$ cat src/rtl/irq_prio_pkg.sv
package irq_prio_pkg;

    typedef enum logic [1:0] {
        ST_IDLE = 2'd0,
        ST_HIGH = 2'd1,
        ST_LOW  = 2'd2
    } arb_state_e;

    localparam int REG_W    = 8;
    localparam int NCORE    = 3;

    localparam int B_GATE_H = 7;
    localparam int B_GATE_L = 6;
    localparam int B_TMR_EN = 5;
    localparam int B_EXT_EN = 4;
    localparam int B_PRT_EN = 3;
    localparam int B_TMR_FL = 2;
    localparam int B_EXT_FL = 1;
    localparam int B_PRT_FL = 0;

endpackage

$ cat src/rtl/irq_ctl_reg.sv
module irq_ctl_reg
    import irq_prio_pkg::*;
#(
    parameter int PORT_W = 4
) (
    input  logic                 clk,
    input  logic                 rst_n,
    input  logic                 wr_en,
    input  logic [REG_W-1:0]     wdata,
    input  logic                 tmr_evt,
    input  logic                 ext_evt,
    input  logic [PORT_W-1:0]    port_pins,
    input  logic [PORT_W-1:0]    port_chg_en,
    input  logic                 port_rd,
    output logic [REG_W-1:0]     ctl_q
);

    logic [REG_W-1:1]  ctl_r;
    logic              prt_flag_r;
    logic [PORT_W-1:0] snap_r;
    logic              mismatch;

    assign mismatch = |((port_pins ^ snap_r) & port_chg_en);

    // Gates, enables and the two sticky flags; an event outranks a clearing write.
    always_ff @(posedge clk or negedge rst_n) begin
        if (!rst_n) begin
            ctl_r  <= '0;
            snap_r <= '0;
        end else begin
            if (wr_en) begin
                ctl_r[B_GATE_H:B_PRT_EN] <= wdata[B_GATE_H:B_PRT_EN];
            end
            ctl_r[B_TMR_FL] <= tmr_evt | (wr_en ? wdata[B_TMR_FL] : ctl_r[B_TMR_FL]);
            ctl_r[B_EXT_FL] <= ext_evt | (wr_en ? wdata[B_EXT_FL] : ctl_r[B_EXT_FL]);
            if (port_rd) begin
                snap_r <= port_pins;
            end
        end
    end

    // Port-change flag has no defined reset value.
    always_ff @(posedge clk) begin
        prt_flag_r <= mismatch | (wr_en ? wdata[B_PRT_FL] : prt_flag_r);
    end

    assign ctl_q = {ctl_r, prt_flag_r};

    p_tmr_evt_sets_r3: assert property (@(posedge clk) disable iff (!rst_n)
        tmr_evt |=> ctl_q[B_TMR_FL]);

    p_ext_evt_sets_r3: assert property (@(posedge clk) disable iff (!rst_n)
        ext_evt |=> ctl_q[B_EXT_FL]);

    p_flag_hold_r4: assert property (@(posedge clk) disable iff (!rst_n)
        (ctl_q[B_TMR_FL] && !wr_en) |=> ctl_q[B_TMR_FL]);

    p_evt_beats_clear_r5: assert property (@(posedge clk) disable iff (!rst_n)
        (ext_evt && wr_en && !wdata[B_EXT_FL]) |=> ctl_q[B_EXT_FL]);

    p_mismatch_sets_r6: assert property (@(posedge clk) disable iff (!rst_n)
        mismatch |=> ctl_q[B_PRT_FL]);

endmodule

$ cat src/rtl/irq_route.sv
module irq_route
    import irq_prio_pkg::*;
#(
    parameter int NPER = 8
) (
    input  logic               prio_mode,
    input  logic [REG_W-1:0]   ctl,
    input  logic [NCORE-1:0]   core_prio,
    input  logic [NPER-1:0]    periph_req,
    input  logic [NPER-1:0]    periph_prio,
    output logic               hi_pend,
    output logic               lo_pend
);

    logic [NCORE-1:0] core_act;
    logic gate_h, gate_l;
    logic leg_hi, tl_hi, tl_lo, src_hi, src_lo;

    // Core source i: flag at B_TMR_FL-i, enable at B_TMR_EN-i.
    for (genvar gi = 0; gi < NCORE; gi++) begin : g_core
        assign core_act[gi] = ctl[B_TMR_FL-gi] & ctl[B_TMR_EN-gi];
    end

    assign gate_h = ctl[B_GATE_H];
    assign gate_l = ctl[B_GATE_L];

    always_comb begin
        leg_hi = gate_h & ((|core_act) | (gate_l & (|periph_req)));
        src_hi = (|(core_act & core_prio))  | (|(periph_req & periph_prio));
        src_lo = (|(core_act & ~core_prio)) | (|(periph_req & ~periph_prio));
        tl_hi  = gate_h & src_hi;
        tl_lo  = gate_h & gate_l & src_lo;
        hi_pend = prio_mode ? tl_hi : leg_hi;
        lo_pend = prio_mode ? tl_lo : 1'b0;
    end

endmodule

$ cat src/rtl/irq_arb_fsm.sv
module irq_arb_fsm
    import irq_prio_pkg::*;
(
    input  logic clk,
    input  logic rst_n,
    input  logic hi_pend,
    input  logic lo_pend,
    output logic irq_hi,
    output logic irq_lo
);

    arb_state_e state_q, state_d;

    always_comb begin
        state_d = ST_IDLE;
        unique case (state_q)
            ST_IDLE, ST_HIGH, ST_LOW: begin
                if (hi_pend)      state_d = ST_HIGH;  // raise-high
                else if (lo_pend) state_d = ST_LOW;   // raise-low
                else              state_d = ST_IDLE;  // drop
            end
            default: state_d = ST_IDLE;
        endcase
    end

    always_ff @(posedge clk or negedge rst_n) begin
        if (!rst_n) state_q <= ST_IDLE;
        else        state_q <= state_d;
    end

    always_comb begin
        irq_hi = 1'b0;
        irq_lo = 1'b0;
        unique case (state_q)
            ST_HIGH: irq_hi = 1'b1;
            ST_LOW:  irq_lo = 1'b1;
            default: ;
        endcase
    end

    p_excl_r10: assert property (@(posedge clk) disable iff (!rst_n)
        $onehot0({irq_hi, irq_lo}));

    p_hi_first_r10: assert property (@(posedge clk) disable iff (!rst_n)
        hi_pend |=> (irq_hi && !irq_lo));

    p_lo_next_r11: assert property (@(posedge clk) disable iff (!rst_n)
        (lo_pend && !hi_pend) |=> irq_lo);

    p_quiet_r11: assert property (@(posedge clk) disable iff (!rst_n)
        (!hi_pend && !lo_pend) |=> (!irq_hi && !irq_lo));

endmodule

$ cat src/rtl/irq_prio_ctrl.sv
module irq_prio_ctrl
    import irq_prio_pkg::*;
#(
    parameter int PORT_W = 4,
    parameter int NPER   = 8
) (
    input  logic              clk,
    input  logic              rst_n,
    input  logic              wr_en,
    input  logic [7:0]        wdata,
    output logic [7:0]        rdata,
    input  logic              prio_mode,
    input  logic              tmr_evt,
    input  logic              ext_evt,
    input  logic [PORT_W-1:0] port_pins,
    input  logic [PORT_W-1:0] port_chg_en,
    input  logic              port_rd,
    input  logic [2:0]        core_prio,
    input  logic [NPER-1:0]   periph_req,
    input  logic [NPER-1:0]   periph_prio,
    output logic              irq_hi,
    output logic              irq_lo
);

    logic [REG_W-1:0] ctl_q;
    logic hi_pend, lo_pend;

    irq_ctl_reg #(.PORT_W(PORT_W)) u_reg (
        .clk(clk), .rst_n(rst_n), .wr_en(wr_en), .wdata(wdata),
        .tmr_evt(tmr_evt), .ext_evt(ext_evt), .port_pins(port_pins),
        .port_chg_en(port_chg_en), .port_rd(port_rd), .ctl_q(ctl_q)
    );

    irq_route #(.NPER(NPER)) u_route (
        .prio_mode(prio_mode), .ctl(ctl_q), .core_prio(core_prio),
        .periph_req(periph_req), .periph_prio(periph_prio),
        .hi_pend(hi_pend), .lo_pend(lo_pend)
    );

    irq_arb_fsm u_arb (
        .clk(clk), .rst_n(rst_n), .hi_pend(hi_pend), .lo_pend(lo_pend),
        .irq_hi(irq_hi), .irq_lo(irq_lo)
    );

    assign rdata = ctl_q;

    p_legacy_no_low_r8: assert property (@(posedge clk) disable iff (!rst_n)
        irq_lo |-> $past(prio_mode));

    // Bit 7 clear silences both lines in either mode.
    p_gate_off_r9: assert property (@(posedge clk) disable iff (!rst_n)
        !ctl_q[B_GATE_H] |=> (!irq_hi && !irq_lo));

endmodule

$ cat config.mk
export PLATFORM = sky130hd
export DESIGN_NAME = irq_prio_ctrl
export DESIGN_NICKNAME = d
export VERILOG_FILES = /design/src/rtl/irq_prio_pkg.sv /design/src/rtl/irq_ctl_reg.sv /design/src/rtl/irq_route.sv /design/src/rtl/irq_arb_fsm.sv /design/src/rtl/irq_prio_ctrl.sv
export SDC_FILE = /design/constraint.sdc
export NUM_CORES = 1
export LEC_CHECK = 0
export ABC_AREA = 0
export ABC_CLOCK_PERIOD_IN_PS = 1300
export BUFFER_PORTS_ARGS = -buffer_cell sky130_fd_sc_hd__buf_4
export CORE_MARGIN = 2
export CORE_UTILIZATION = 35
export CTS_CLUSTER_DIAMETER = 50
export DETAILED_ROUTE_END_ITERATION = 7
export PLACE_DENSITY_LB_ADDON = 0.25
export SLEW_MARGIN = 20
export SYNTH_ARGS = -nofsm -noshare
export SYNTH_HDL_FRONTEND = slang
export SYNTH_SLANG_ARGS = --single-unit
$ cat constraint.sdc
create_clock -name clk -period 1.3 [get_ports clk]
set_input_delay 0.195 -clock clk [delete_from_list [all_inputs] [get_ports clk]]
set_output_delay 0.195 -clock clk [all_outputs]
set_load 0.01 [all_outputs]
### After elaboration in Yosys (flattened, before gate mapping)

Index checks and enable logic that the tools add are counted.

| cells by class | value |
|---|---|
| equality and inequality tests | 2 |
| multiplexer cells | 10 |
| bitwise gates (word level) | 22 |
| reduce and logical (&&, ||, !) cells | 9 |

Operator list:

| kind | count |
|---|---|
| $reduce_or A8 Y1 | 3 |
| $and A8 B8 Y8 | 2 |
| $reduce_or A3 Y1 | 4 |
| $and A1 B1 Y1 | 8 |
| $not A8 Y8 | 1 |
| $mux W1 | 7 |
| $and A3 B3 Y3 | 2 |
| $mux W2 | 3 |
| $or A1 B1 Y1 | 6 |
| $and A4 B4 Y4 | 1 |
| $reduce_or A4 Y1 | 1 |
| $xor A4 B4 Y4 | 1 |
| $not A3 Y3 | 1 |
| $eq A2 B1 Y1 const B | 1 |
| $eq A2 B2 Y1 const B | 1 |
| $logic_not A2 Y1 | 1 |

| word-level totals | value |
|---|---|
| bits in registers | 14 |
| output and inout port bits | 10 |

### Logic depth before layout (Yosys ltp)

| logic depth | value |
|---|---|
| depth after elaboration | 9 |
| mapped depth | 4 |

### By module

Synthesis repeated with hierarchy kept, for this count alone.

| unflattened totals | value |
|---|---|
| cells, all modules | 74 |
| area, all modules | 788.3 um^2 |

Modules (own cells, without submodules):

| module | instances | cells each | area an instance (um^2) | seq. area each (um^2) |
|---|---|---|---|---|
| irq_ctl_reg | 1 | 35 | 503.0 | 295.3 |
| irq_route | 1 | 32 | 202.7 | 0.0 |
| irq_arb_fsm | 1 | 7 | 82.6 | 50.0 |

### Worst setup path after synthesis

Ideal clock, no wire load.

| timing path | value |
|---|---|
| path kind | register -> register |
| start | register u_reg.ctl_r[1] (netlist bit) |
| end | register u_arb.state_q[1] |
| library setup time | 0.132 ns |
| arrival time | 0.947 ns |
| required time | 1.168 ns |
| path slack | 0.221 ns |
| cell stages (with the launch flop) | 5 |
| buffers on the path | 0 |
| cells stage by stage | dfrtp_1 > nand2_1 > o22ai_1 > nor4_1 > nor4b_2 |

| on the way | value |
|---|---|
| longest elaborated chain between the ends | 9 |

Ends and longest elaborated chain:

| element | line | RTL |
|---|---|---|
| start, declared | irq_ctl_reg.sv:18 | `logic [REG_W-1:1] ctl_r;` |
| start signal, assigned by index | irq_ctl_reg.sv:32 | `ctl_r[B_GATE_H:B_PRT_EN] <= wdata[B_GATE_H:B_PRT_EN];` |
| start signal, assigned by index | irq_ctl_reg.sv:34 | `ctl_r[B_TMR_FL] <= tmr_evt \| (wr_en ? wdata[B_TMR_FL] : ctl_r[B_TMR_FL]);` |
| start signal, assigned by index | irq_ctl_reg.sv:35 | `ctl_r[B_EXT_FL] <= ext_evt \| (wr_en ? wdata[B_EXT_FL] : ctl_r[B_EXT_FL]);` |
| $and A1 B1 Y1 * | irq_route.sv:21 | `assign core_act[gi] = ctl[B_TMR_FL-gi] & ctl[B_TMR_EN-gi];` |
| $and A3 B3 Y3 | irq_route.sv:30 | `src_lo = (\|(core_act & ~core_prio)) \| (\|(periph_req & ~periph_prio));` |
| $reduce_or A3 Y1 | irq_route.sv:30 |  |
| $or A1 B1 Y1 | irq_route.sv:30 |  |
| $and A1 B1 Y1 | irq_route.sv:32 | `tl_lo = gate_h & gate_l & src_lo;` |
| $mux W1 | irq_route.sv:34 | `lo_pend = prio_mode ? tl_lo : 1'b0;` |
| $mux W2 | irq_arb_fsm.sv:19 | `else if (lo_pend) state_d = ST_LOW;` |
| $mux W2 * | irq_arb_fsm.sv:18 | `if (hi_pend) state_d = ST_HIGH;` |
| $mux W2 * | irq_arb_fsm.sv:16 | `unique case (state_q)` |
| net u_arb.state_d[1] | irq_arb_fsm.sv:12 | `arb_state_e state_q, state_d;` |
| end signal, assigned | irq_arb_fsm.sv:28 | `else state_q <= state_d;` |
| end, declared | irq_arb_fsm.sv:12 |  |

Mark *: on every way through the listed nets, which the timed path passes. The rest lies on a longest branch.
A chain may end at the register's enable or synchronous reset.

### Worst setup path in the final report

Ends and elaborated chain as after synthesis.

==> summary.md <==
| Metric | Value |
|---|---|
| Post-synth ARST share | 0.929 |
| Die W | roughly 51 um |
| Final worst setup slack | approximately 0.12 ns |
| Met2 wire len | around 950 um |
| Clock root buffer | clkbuf_4 |
| Worst Hold Class | primary input to register |
| DRT Pass-1 Iters | 4 |
| Post-synth cell types | 23 |
| Top sig layer | met4 |
| Cell Pwr Density | around 900 mW/mm^2 |
| Setup Buffers After CTS | 0 |
| Crit path arrival time | 1.34 ns |
| Fmax | between 0.8 and 0.9 GHz |
| Switching power | 293 uW |
| Mean Syn Cell Area | between 10 and 15 sq um |
| Sequential share of the synthesized area | 0.443 |
| DIE HEIGHT | a little over 50 um |
| DR WL met3 | 154 um |
| Row cnt | 17 |
| Crit. End Element | register |
| Post-DRT Antenna Nets | 0 |
| Slew Limit Headroom | 0.754 |
| Num CTS Buffers | 3 |
| Area contributors post-synth | dfrtp_1 42%, mux2_2 13%, nand2b_1 4.8% |
| Reg clk slew, reported paths | around 0.09 ns |
| Internal Power | 830 uW |
| Vias | a little under 800 |
| Sw frac | 0.261 |
| Syn Nets | about 120 |
| RSZ-0062 raised after global routing | false |
| Largest net degree at the start of global routing | 14 |
| I/O pin cnt | 52 |
| Mapped Cells | 74 |
| Leak | around 0.58 nW |
| Latest clock arrival within the worst-skew pair | ~0.28 ns |
| Post-DP HPWL | 1.62 mm |
| ANT cells | 0 |
| Via/cell ratio | 4.99 |
| Outcome | finished clean |
| Port Buf Inserts | 51 |
| R2r setup slk | roughly 0.12 ns |
| Number of nets in the layout | roughly 170 |
| P&R area growth vs syn | 57.9% |
| Setup violations, final | 0 |
| Wire per inst | 12.6 um |
| Max Transition Viols Final | 0 |
| Clock Path Buffers | 2 |
| Ys flop type | dfrtp_1 |
| Die area | about 0.0026 sq mm |
| Required @ worst endpoint | between 1 and 1.5 ns |
| Number of global-route vias before repair | 814 |
| Most frequent cell after synthesis | dfrtp_1 |
| Initial antenna violation count | 0 |
| CTS tree | yes |
| # DRC | 0 |
| Detailed Route Iter0 Violations | 26 |
| Setup_tns | 0 ns |
| Post-synth top area cell | dfrtp_1 |
| Cell Area, Synth | between 700 and 800 sq um |
| Crit path kind | register to register |
| CTS Sinks | 14 |
| Max-cap violations | 0 |
| Tightest Pin Transition | approximately 0.37 ns |
| Final hold vios | 0 |
| CP startpoint kind | register |
| Setup slack at placement | a little over 0.03 ns |
| Clock Skew | between 0.005 and 0.006 ns |
| Critical path peak fanout | 4 |
| Maximum VDD drop | between 0.6 and 0.7 mV |
| Ys Warns | 0 |
| Number of enable flip-flop cells after synthesis | 0 |
| Share of layout cells above drive strength 1 | 0.508 |
| Post-synth top area share | 0.417 |
| Post-cts sizing count | 0 |
| Clock share of power | 0.282 |
| Htree depth | 1 |
| Synth cell count leaders | 13 x dfrtp_1, 9 x mux2_2, 7 x nand2_1, 6 x nand2b_1, 5 x nand3_1 |
| Initial Utilization | 0.363 |
| Sequential share of power | 0.450 |
| Part of the cycle the worst path needs | 0.904 |
| First-pass GRT wire length | between 3 and 4 mm |
| Tot GR Track Use | 0.164 |
| Synthesized flop and latch total | 14 |
| Area of the core | 0.00215 sq mm |
| GR Overflow Total | 0 |
| Detailed Route WL | approximately 2 mm |
| Metal-1 WL | approximately 830 um |
| Period minus WS final | roughly 1.2 ns |
| Comb power frac | 0.267 |
| RD Place Congestion | 0.742 |
==> per-stage QoR <==
stage / hold WS (ns) / power [mW] / instance area (sq um) / util / std cells
4_1_cts: 0.0843 / 1.14 / 1230 / 0.573 / 156
3_5_place_dp: 0.0521 / 0.816 / 1180 / 0.552 / 151
6_report: 0.0925 / 1.12 / 1230 / 0.573 / 156
2_1_floorplan: -0.101 / 0.638 / 779 / - / 74
3_3_place_gp: 0.0498 / 0.809 / 1180 / 0.552 / 151
5_1_grt: 0.0934 / 1.19 / 1230 / 0.573 / 156
==> sequential cells by signal (all words and copies together), names as in the netlist <==
signal            flops
u_arb.state_q         2
u_reg.snap_r          4
u_reg.ctl_r           7
u_reg.prt_flag_r      1
==> cells by family after synthesis <==
logic type	count (synthesis)	synth area share
simple gates	30	0.218
flops	14	0.443
compound gates	12	0.125
mux	10	0.143
xor+xnor	4	0.0449
buf+inv	4	0.0257
==> placed cells by master (no fill, tap or decap), types with 2 or more instances in the layout <==
cell type	synthesis	final
clkbuf_4	0	3
mux2_2	9	9
nand2_1	7	7
nand3_1	5	5
a21boi_0	2	2
a211o_1	2	2
nor2_1	2	2
nor4_1	3	3
a22oi_1	2	2
a222oi_1	2	2
buf_4	1	51
nand2b_1	6	6
xor2_1	4	4
o22ai_1	2	2
inv_1	2	2
nor2b_1	4	4
o2111ai_1	2	2
dfrtp_1	13	13
==> power groups by stage <==
stage	Clock [mW]	Combinational, mW	Sequential [mW]
floorplan	0	0.119	0.519
global placement	0	0.295	0.514
detailed placement	0	0.300	0.516
CTS	0.330	0.304	0.507
global route	0.351	0.329	0.512
finish	0.317	0.300	0.506
==> path summary, 6_finish.rpt <==
kind | startpoint | endpoint | cells past startpoint
min reg2reg | u_reg.snap_r[1] | u_reg.snap_r[1] | 1
min in group asynchronous | rst_n | u_reg.ctl_r[1] | 2
max in group asynchronous | rst_n | u_arb.state_q[1] | 2
min | tmr_evt | u_reg.ctl_r[2] | 2
max | u_reg.ctl_r[1] | u_arb.state_q[1] | 4
max reg2reg | u_reg.ctl_r[1] | u_arb.state_q[1] | 4
==> cell type report <==
cell class	count	area [sq um]
Fill cell	206	917
Timing Repair Buffer	52	393
Tap cell	28	35.0
Inverter	2	7.51
Multi-Input combinational cell	56	414
Sequential cell	14	345
Clock buffer	4	36.3
==> routing by layer <==
layer	vias up	global-route usage
li1	381	-
met1	361	0.185
met2	33	0.301
met3	4	0.0292
met4	0	0.0676
met5	-	0
==> critical path, stage by stage, from the launching register on <==
cell,delay (ns)
dfrtp_1,0.42
nand2_1,0.10
o22ai_1,0.08
nor4_1,0.37
nor4b_2,0.08
==> repair_timing <==
item                                    in CTS  in global routing
hold buffers                                 1                  0
endpoints found under the hold margin       13                  0
endpoints found under the setup margin       0                  0
Power figures use the tool's default switching activity.
